===== src/rtl/ctr8_pkg.sv =====
package ctr8_pkg;
    localparam int CNT_W  = 8;
    localparam int PRE_W  = 10;
    localparam int SEL_W  = 3;
    localparam int ADDR_W = 3;
    localparam int NFLAG  = 2;
    localparam int FLG_OVF = 0;
    localparam int FLG_CMP = 1;

    typedef enum logic [ADDR_W-1:0] {
        A_COUNT = 3'd0,
        A_CMP   = 3'd1,
        A_CTRL  = 3'd2,
        A_MASK  = 3'd3,
        A_FLAG  = 3'd4
    } reg_addr_e;

    typedef struct packed {
        logic             ctc;
        logic [SEL_W-1:0] sel;
    } ctrl_t;

    // Low-bit mask of the prescaler: a tick fires when these bits are all ones.
    function automatic logic [PRE_W-1:0] div_mask(input logic [SEL_W-1:0] sel);
        int sh;
        case (sel)
            3'd1:    sh = 0;
            3'd2:    sh = 3;
            3'd3:    sh = 5;
            3'd4:    sh = 6;
            3'd5:    sh = 7;
            3'd6:    sh = 8;
            default: sh = PRE_W;
        endcase
        return PRE_W'((1 << sh) - 1);
    endfunction
endpackage


===== src/rtl/ctr8_prescaler.sv =====
module ctr8_prescaler import ctr8_pkg::*; (
    input  logic             clk,
    input  logic             rst,
    input  logic [SEL_W-1:0] sel,
    input  logic             clr,
    output logic             tick
);
    logic [PRE_W-1:0] pre_q;
    logic [PRE_W-1:0] msk;

    always_comb begin
        msk  = div_mask(sel);
        tick = (sel != '0) && !clr && ((pre_q & msk) == msk);
    end

    always_ff @(posedge clk) begin
        if (rst || clr) pre_q <= '0;
        else            pre_q <= pre_q + 1'b1;
    end
endmodule


===== src/rtl/ctr8_counter.sv =====
module ctr8_counter import ctr8_pkg::*; (
    input  logic             clk,
    input  logic             rst,
    input  logic             tick,
    input  logic             ctc,
    input  logic [CNT_W-1:0] cmp_val,
    input  logic             ld,
    input  logic [CNT_W-1:0] ld_val,
    output logic [CNT_W-1:0] count,
    output logic             ovf_set,
    output logic             cmp_set
);
    localparam logic [CNT_W-1:0] TOP = '1;
    logic guard_q;

    always_comb begin
        cmp_set = tick && !ld && !guard_q && (count == cmp_val);
        ovf_set = tick && !ld && (count == TOP);
    end

    always_ff @(posedge clk) begin
        if (rst) begin
            count   <= '0;
            guard_q <= 1'b0;
        end else if (ld) begin
            count   <= ld_val;
            guard_q <= 1'b1;
        end else if (tick) begin
            count   <= (ctc && cmp_set) ? '0 : count + 1'b1;
            guard_q <= 1'b0;
        end
    end
endmodule


===== src/rtl/ctr8_flags.sv =====
module ctr8_flags import ctr8_pkg::*; (
    input  logic             clk,
    input  logic             rst,
    input  logic [NFLAG-1:0] set,
    input  logic [NFLAG-1:0] clr,
    input  logic [NFLAG-1:0] mask,
    output logic [NFLAG-1:0] flag_q,
    output logic [NFLAG-1:0] irq
);
    for (genvar i = 0; i < NFLAG; i++) begin : g_flag
        always_ff @(posedge clk) begin
            if (rst) flag_q[i] <= 1'b0;
            else     flag_q[i] <= set[i] | (flag_q[i] & ~clr[i]);
        end
        assign irq[i] = flag_q[i] & mask[i];
    end
endmodule


===== src/rtl/ctr8_timer.sv =====
module ctr8_timer import ctr8_pkg::*; (
    input  logic              clk,
    input  logic              rst,
    input  logic              bus_wr,
    input  logic [ADDR_W-1:0] bus_addr,
    input  logic [CNT_W-1:0]  bus_wdata,
    output logic [CNT_W-1:0]  bus_rdata,
    input  logic              ack_ovf,
    input  logic              ack_cmp,
    input  logic              psc_clr,
    output logic              irq_ovf,
    output logic              irq_cmp
);
    ctrl_t             ctrl_q;
    logic [CNT_W-1:0]  cmp_q;
    logic [NFLAG-1:0]  mask_q;
    logic [NFLAG-1:0]  flag_q;
    logic [NFLAG-1:0]  irq_vec;
    logic [NFLAG-1:0]  flag_set;
    logic [NFLAG-1:0]  flag_clr;
    logic [CNT_W-1:0]  count;
    logic [SEL_W-1:0]  clk_sel;
    logic              ctc_mode;
    logic              tick;
    logic              cnt_ld;
    logic              ovf_set;
    logic              cmp_set;
    logic              wr_flag;

    always_comb begin
        cnt_ld   = bus_wr && (bus_addr == A_COUNT);
        wr_flag  = bus_wr && (bus_addr == A_FLAG);
        clk_sel  = ctrl_q.sel;
        ctc_mode = ctrl_q.ctc;
        flag_clr = (wr_flag ? bus_wdata[NFLAG-1:0] : '0) | {ack_cmp, ack_ovf};
        flag_set = '0;
        flag_set[FLG_OVF] = ovf_set;
        flag_set[FLG_CMP] = cmp_set;
    end

    always_ff @(posedge clk) begin
        if (rst) begin
            ctrl_q <= '0;
            cmp_q  <= '0;
            mask_q <= '0;
        end else if (bus_wr) begin
            case (bus_addr)
                A_CMP:   cmp_q  <= bus_wdata;
                A_CTRL:  ctrl_q <= ctrl_t'(bus_wdata[SEL_W:0]);
                A_MASK:  mask_q <= bus_wdata[NFLAG-1:0];
                default: ;
            endcase
        end
    end

    always_comb begin
        bus_rdata = '0;
        case (bus_addr)
            A_COUNT: bus_rdata = count;
            A_CMP:   bus_rdata = cmp_q;
            A_CTRL:  bus_rdata[SEL_W:0]   = ctrl_q;
            A_MASK:  bus_rdata[NFLAG-1:0] = mask_q;
            A_FLAG:  bus_rdata[NFLAG-1:0] = flag_q;
            default: bus_rdata = '0;
        endcase
    end

    ctr8_prescaler u_pre (
        .clk(clk), .rst(rst), .sel(clk_sel), .clr(psc_clr), .tick(tick)
    );

    ctr8_counter u_cnt (
        .clk(clk), .rst(rst), .tick(tick), .ctc(ctc_mode), .cmp_val(cmp_q),
        .ld(cnt_ld), .ld_val(bus_wdata), .count(count),
        .ovf_set(ovf_set), .cmp_set(cmp_set)
    );

    ctr8_flags u_flg (
        .clk(clk), .rst(rst), .set(flag_set), .clr(flag_clr), .mask(mask_q),
        .flag_q(flag_q), .irq(irq_vec)
    );

    assign irq_ovf = irq_vec[FLG_OVF];
    assign irq_cmp = irq_vec[FLG_CMP];
endmodule


===== config.mk =====
export PLATFORM = sky130hd
export DESIGN_NAME = ctr8_timer
export DESIGN_NICKNAME = d
export VERILOG_FILES = /design/src/rtl/ctr8_pkg.sv /design/src/rtl/ctr8_prescaler.sv /design/src/rtl/ctr8_counter.sv /design/src/rtl/ctr8_flags.sv /design/src/rtl/ctr8_timer.sv
export SDC_FILE = /design/constraint.sdc
export NUM_CORES = 1
export LEC_CHECK = 0
export ABC_AREA = 1
export ABC_CLOCK_PERIOD_IN_PS = 3100
export BUFFER_PORTS_ARGS = -buffer_cell sky130_fd_sc_hd__clkbuf_2
export CORE_MARGIN = 1
export CORE_UTILIZATION = 40
export CTS_BUF_LIST = sky130_fd_sc_hd__clkbuf_2
export DETAILED_ROUTE_END_ITERATION = 12
export GPL_ROUTABILITY_DRIVEN = 0
export GPL_TIMING_DRIVEN = 0
export PLACE_DENSITY_LB_ADDON = 0.3
export SETUP_SLACK_MARGIN = 0.15
export SKIP_CTS_REPAIR_TIMING = 1
export SLEW_MARGIN = 5
export SYNTH_ARGS = -nofsm -noshare
export SYNTH_HDL_FRONTEND = slang
export SYNTH_HIERARCHICAL = 1
export SYNTH_SLANG_ARGS = --single-unit

===== constraint.sdc =====
create_clock -name clk -period 3.1 [get_ports clk]
set_input_delay 0.93 -clock clk [delete_from_list [all_inputs] [get_ports clk]]
set_output_delay 0.93 -clock clk [all_outputs]
set_load 0.02 [all_outputs]

* After elaboration in Yosys (flattened, before gate mapping) *
Cells that the tools add are included.

operators by class
  equal/unequal tests = 13
  reduce and logical (&&, ||, !) cells = 19
  add/subtract/negate cells = 3
  bitwise gates (word level) = 10
  muxes and demuxes = 10
  shift-type cells = 1

operators by type and width
  cell                                                 number
  two-way mux 8 bit                                    3
  case mux 4 bit (6 select lines)                      1
  == test 3 x 2 -> 1 bit (second input constant)       4
  == test 3 bit (second input constant)                4
  adder 10 x 1 -> 10 bit (second input constant)       1
  bitwise AND 10 bit                                   1
  == test 10 bit                                       1
  case mux 2 bit (5 select lines)                      1
  left shift 1 x 4 -> 10 bit (first input constant)    1
  subtractor 10 x 2 -> 10 bit (second input constant)  1
  logical AND 1 bit                                    9
  adder 8 x 1 -> 8 bit (second input constant)         1
  == test 8 bit                                        1
  == test 8 bit (second input constant)                1
  case mux 4 bit (2 select lines)                      1
  == test 3 x 1 -> 1 bit (second input constant)       2
  case mux 2 bit (3 select lines)                      1
  AND reduction 2 bit                                  3
  bitwise AND 1 bit                                    4
  logical NOT 1 bit                                    3
  logical NOT 3 bit                                    1
  nonzero test 3 bit                                   1
  two-way mux 1 bit                                    2
  two-way mux 2 bit                                    1
  other kinds (5)                                      7

word-level totals
  logic and storage cells = 65
  output and inout port bits = 10
  input bits = 17
  flip-flop bits (word level) = 35

* Logic depth before layout (Yosys ltp) *
Gate-level depths: netlist of run 1.

  word-level depth = 14
  mapped depth = 18
  mapped depth without buffers = 18

* By module *
The synthesis of run 1 kept the hierarchy.

modules (own cells, without submodules)
  module          cells an instance  area an instance (µm²)  instances
  ctr8_timer      145                860.8                   1
  ctr8_counter    115                740.7                   1
  ctr8_prescaler  83                 564.3                   1
  ctr8_flags      14                 87.6                    1

* Worst setup path before layout of run 1 *
OpenSTA, ideal clock, no wires.

  kind = in2out
  from = input bus_addr[1]
  to = output bus_rdata[4]
  arrival = 1693 ps
  required time = 2170 ps
  slack = 477 ps
  cell stages on the path = 3
  cell sequence = nor2_4 -> nand2_1 -> o21ai_0

on the way
  word-level cells in the longest chain between the ends = 2

RTL lines
  what                                                                RTL line          RTL
  start, declared                                                     ctr8_timer.sv:5   input logic [ADDR_W-1:0] bus_addr,
  == test 3 x 1 -> 1 bit / logical NOT 3 bit (equally long branches)  ctr8_timer.sv:58  case (bus_addr)
  case mux 4 bit (2 select lines) *                                   ctr8_timer.sv:58
  end, declared                                                       ctr8_timer.sv:7   output logic [CNT_W-1:0] bus_rdata,

Every way passes the cells marked *; elsewhere a longest branch is shown, timed or not.

* Final worst setup path of run 1 *
  from = input bus_addr[1]
  to = output bus_rdata[3]

on the way
  word-level cells in the longest chain between the ends = 2

RTL lines
  what                                                  RTL line
  == test 3 x 2 -> 1 bit, or another cell as far along  ctr8_timer.sv:58
  case mux 2 bit (3 select lines) *                     ctr8_timer.sv:58

Marked as above.

==> metrics, run 1 <==
FFs w/ async S/R, synth=0%; P_sw=0.2548 mW; Final period util=90.91%; status=finished clean; final core utilization=48.01%; synthesized area per cell=6.312 µm²; minimum clock period=2.818 ns; Leakage=1.150 nW; Clk Latency, worst-skew pair=0.41 ns; Num CTS Buffers=5; Power, Total=0.8924 mW; post-synthesis net count=377; via count=2191; CP Max Fanout=7; vias in the first global route=2064; vias per std cell=4.773; share of cells above drive strength 1=16.45%; share of power burned in registers=53.0%; Post-Route Setup TNS=0 ns; Core Box Area=5270 µm²; top_reg_cell synth=dfxtp_1; Synthesis Warnings=6; sw frac=28.56%; DRT Pass-1 Iters=4; sequential fraction of the synthesis area=31.09%; Global Route Usage Sum=19.26%; Fin. Hold Viols=0; Initial Utilization=42.76%; global route overflow=0; final setup fails=0; first-pass GRT wire length=9087 µm; row count=26; Reg clk slew, reported paths=0.22 ns; clock root cell=clkbuf_2; Worst EP arrival=1.89 ns; Max-cap violations=0; antenna cells=0; Antenna Nets Post-Route=0; Ports=27; count of state elements after synthesis=35; PortBufs=24; CTS tree=built; maximum clock path buffer count=2; DRC=0; Hold WS=0.4604 ns; Die Ht=77.06 µm; Nets=408; Clk pwr share=34.8%; Worst Tran Pin Value=0.6980 ns; worst hold path type=register to register; synthesized area=2253 µm²; Logic pwr share=12.3%; skew final=0.02597 ns; Fillers=587; WL/cell=11.73 µm; relative slew slack=53.30%; H-tree depth=2; count of pins over their slew limit=0; count of cell types in the netlist=35; Clock Sinks=35; initial antenna violation count=0; detailed placer's ending HPWL=4003 µm; RSZ-0062 raised after global routing=no; internal power=0.6376 mW; final WL=5386 µm; Die X=77.06 µm; Worst setup EP type=output pin; DIE AREA=5937 µm²; VDD IR-drop max=0.3215 mV; PD cells=352.7 nW/µm²; Post-synth EDFFs=0; largest net degree at the start of global routing=13; Setup CP Type=input pin to output pin; Critical Path RT=2.17 ns; Cells after Synth=357; startpoint types=input pin; DR iter-0 viols=110; Area Overhead vs Synth=12.27%; Max Fclk=354.8 MHz
path summary, 6_finish.rpt:
kind	from	endpoint	slack, ns	depth (start not counted)
min	u_pre/pre_q[9]	u_pre/pre_q[9]	0.46	2
max reg2reg	clk_sel[2]	u_cnt/count[4]	0.58	18
min reg2reg	u_pre/pre_q[9]	u_pre/pre_q[9]	0.46	2
max	bus_addr[1]	bus_rdata[3]	0.28	7
cells by family after synthesis:
kind of cell,Yosys count,synth area share (%)
simple gates,203,40.70
buf+inv,65,12.22
compound gates,42,11.05
flops,35,31.09
xor+xnor,8,3.109
fa+ha+maj,3,1.666
other cells,1,0.1664
synth_stat cells, drive strengths merged (2+ instances only):
library cell  count  share of area, %
inv              57               9.6
buf               6               2.3
nor2             64                12
nand2            94                16
nor3              6               2.0
o21bai            3               1.0
nand3            24               6.6
nor4              2              0.56
o21ai             9               2.0
a22oi             8               2.7
nand4            11               3.3
a21oi            19               4.4
xnor2             4               1.6
xor2              4               1.6
ha                3               1.7
a21boi            2              0.67
dfxtp            35                31
cells in the final DEF, fill, tap and decap left out, types with 4 or more instances in the layout:
| master | instances |
|---|---|
| nand2_1 | 90 |
| nor2_1 | 60 |
| inv_1 | 48 |
| dfxtp_1 | 35 |
| clkbuf_2 | 29 |
| nand3_1 | 20 |
| a21oi_1 | 18 |
| nand4_1 | 10 |
| o21ai_0 | 9 |
| inv_2 | 8 |
| a22oi_1 | 8 |
| nand2_2 | 4 |
| xor2_1 | 4 |
| xnor2_1 | 4 |
power by group through the flow:
stage | logic, mW | registers [mW] | clock network [mW]
final | 0.109 | 0.473 | 0.310
after global routing | 0.124 | 0.475 | 0.335
after CTS | 0.110 | 0.473 | 0.318
after detailed placement | 0.109 | 0.482 | 0
after global placement | 0.108 | 0.481 | 0
after floorplan | 0.0760 | 0.479 | 0
layout make-up:
| type | count | area [µm²] | area share, % |
|---|---|---|---|
| inverter | 58 | 220.2 | 8.704 |
| multi-input combinational | 257 | 1277 | 50.49 |
| sequential | 35 | 700.7 | 27.70 |
| timing repair buffer | 24 | 120.1 | 4.748 |
| buffer | 7 | 55.05 | 2.176 |
| tap | 70 | 87.58 | 3.462 |
| clock buffer | 5 | 25.02 | 0.9891 |
| clock inverter | 3 | 43.79 | 1.731 |
registers in the layout, summed over array words and instances (netlist names):
register	flops
clk_sel	3
cmp_q	8
ctc_mode	1
mask_q	2
u_cnt/count	8
u_cnt/guard_q	1
u_flg/flag_q	2
u_pre/pre_q	10
critical path, stage by stage:
cell	delay [ns]
clkbuf_2	0.15
nor2_4	0.20
nand2_1	0.19
inv_1	0.11
nand2_1	0.06
nand3_1	0.08
clkbuf_2	0.17
metal layers:
layer | share of wire (%) | up-vias | GRT usage [%] | wire length [µm]
met5 | 0 | - | 0 | 0
met2 | 48 | 32 | 32.86 | 2572
met4 | 1.1 | 0 | 7.358 | 57
met3 | 3.2 | 6 | 3.690 | 172
met1 | 48 | 965 | 23.79 | 2582
li1 | - | 1188 | - | -
per-stage QoR:
| stage | cells | setup WS [ns] | instance area [µm²] |
|---|---|---|---|
| finish | 459 | 0.2818 | 2530 |
| global route | 459 | 0.1637 | 2530 |
| global placement | 451 | 0.2068 | 2461 |
| floorplan | 357 | 0.4772 | 2253 |
| detailed placement | 451 | 0.2150 | 2461 |
| CTS | 459 | 0.2116 | 2530 |
(Power assumes the default switching activity.)
==> run 2: changes to the inputs <==
Settings changed: CTS_BUF_LIST sky130_fd_sc_hd__clkbuf_2 to sky130_fd_sc_hd__clkbuf_16, PLACE_DENSITY_LB_ADDON 0.3 to unset, TNS_END_PERCENT set to 30.
==> run 2 against run 1 <==
Net effect:
- final cell count unchanged
- via count up 2.0%
- fmax down 1.4%
- critical path depth unchanged
- clock skew down 0.022 ns
- non-clock buffer count unchanged
- sequential share of layout area down 1.1 points
- hold slack worse by 0.0061 ns
- power up 30%
- sequential power about the same
==> metrics, run 2 (synthesized netlist as in run 1, its figures left out) <==
status=finished clean; Initial Utilization=42.76%; Worst setup EP type=output pin; commonest non-fill, non-tap cells in the layout=nand2_1, nor2_1, inv_1; GR peak layer=met2; share of cells above drive strength 1=16.45%; first-pass GRT wire length=9763 µm; relative slew slack=54.72%; Clk Latency, worst-skew pair=0.28 ns; final setup fails=0; vias in the first global route=2139; FF/Latch Area=700.7 µm²; worst setup path start=bus_addr[1]; Worst Tran Pin Value=0.6766 ns; final WL=5606 µm; Nets=408; CTS tree=built; clock root cell=clkbuf_16; commonest non-fill, non-tap cell in the layout=nand2_1; VDD IR-drop max=0.2915 mV; Placed Instances=451; Worst EP arrival=1.93 ns; Max Fclk=350.0 MHz; worst hold path type=register to register; Critical Path RT=2.17 ns; vias per std cell=4.867; skew final=0.003528 ns; Fillers=558; dpl ws=0.1619 ns; critical path cell sequence=clkbuf_2 -> nor2_4 -> nand2_1 -> inv_1 -> nand2_1 -> nand3_1 -> clkbuf_2; PortBufs=24; DIE AREA=5937 µm²; Ports=27; WP buf/inv=3; Max-cap violations=0; Post-Route Setup TNS=0 ns; global route overflow=0; Die Ht=77.06 µm; detailed placer's ending HPWL=4249 µm; Crit path max-delay family=simple AND/OR/NAND/NOR gates; Global Route Usage Sum=20.91%; initial antenna violation count=0; final core utilization=49.91%; RSZ-0062 raised after global routing=no; Worst Setup EP=bus_rdata[3]; Most flops, register=u_pre/pre_q; largest net degree at the start of global routing=13; r2r startpoint=clk_sel[2]; maximum clock path buffer count=2; Antenna Nets Post-Route=0; CP Max Fanout=7; Finished Layout Cells=459; H-tree depth=2; Area Overhead vs Synth=16.71%; Clock Sinks=35; Largest regs=u_pre/pre_q: 10 flops, cmp_q: 8 flops, u_cnt/count: 8 flops; count of pins over their slew limit=0; worst hold path cell count=2; Crit-path slowest cell=nand2_1; final setup margin=0.2430 ns; PD cells=439.4 nW/µm²; Core Box Area=5270 µm²; Worst path depth=7; Leakage=1.190 nW; Die X=77.06 µm; row count=26; multi-input logic area=1277 µm²; reg2reg end=u_flg/flag_q[1]; Fin. Hold Viols=0; DRC=0; Reg clk slew, reported paths=0.06 ns; Worst R2R Path Depth=17; met3 Resource Use GR=5.238%; startpoint types=input pin; minimum clock period=2.857 ns; met2 Use GR=34.82%; slack of the worst reg-to-reg path=0.53 ns; DRT Pass-1 Iters=5; DR iter-0 viols=109; Final period util=92.16%; GRT met1 Usage=26.25%; max reg flops=10; WL/cell=12.21 µm; via count=2234; antenna cells=0; Num CTS Buffers=5; Setup CP Type=input pin to output pin; crit-path max cell delay=0.21 ns
==> run 2: cell counts in the layout (fill, tap and decap cells not counted) <==
No cell type changed its count.
==> run 2: worst min path at each step <==
| stage | startpoint | end | slack, ns |
|---|---|---|---|
| after CTS | u_pre/pre_q[9] | u_pre/pre_q[9] | 0.46 |
| after floorplan | u_pre/pre_q[9] | u_pre/pre_q[9] | 0.43 |
| after detailed placement | u_pre/pre_q[9] | u_pre/pre_q[9] | 0.45 |
| final | u_pre/pre_q[9] | u_pre/pre_q[9] | 0.45 |
| after global placement | u_pre/pre_q[9] | u_pre/pre_q[9] | 0.44 |
| after global routing | u_pre/pre_q[9] | u_pre/pre_q[9] | 0.47 |
==> run 2: layer usage <==
layer,routed length (µm),vias up,part of all wire [%]
met5,0,-,0
met4,46,0,0.82
met3,254,4,4.5
met2,2544,48,45
met1,2761,986,49
li1,-,1196,-
==> run 2: layout make-up <==
cell class	instances	share of cell area (%)
Inverter	58	8.373
Sequential cell	35	26.64
Buffer	7	2.093
Multi-Input combinational cell	257	48.57
Tap cell	70	3.330
Clock buffer	5	4.757
Clock inverter	3	1.665
Timing Repair Buffer	24	4.567
==> run 2: tightest hold or removal path, delay by kind of cell, from the launching register on <==
kind | cells | cell delay, ns
AOI/OAI and AO/OA | 1 | 0.06
buffers and inverters | 1 | 0.05
DFF | 1 | 0.31
==> run 2: per-stage QoR <==
stage                     cell area [µm²]  total power [mW]  hold WS (ns)
final                                2630             1.156        0.4543
after global routing                 2630             1.208        0.4724
after CTS                            2630             1.170        0.4607
after detailed placement             2461            0.5920        0.4519
after global placement               2461            0.5912        0.4425
after floorplan                      2253            0.5546        0.4257
==> run 2: report_power, final <==
| group | internal, mW | total, mW | leakage [nW] | switching, mW |
|---|---|---|---|---|
| Combinational | 0.0397 | 0.111 | 0.823 | 0.0709 |
| Sequential | 0.460 | 0.472 | 0.284 | 0.0114 |
| Clock | 0.379 | 0.573 | 0.0838 | 0.194 |
| Total | 0.879 | 1.16 | 1.19 | 0.277 |
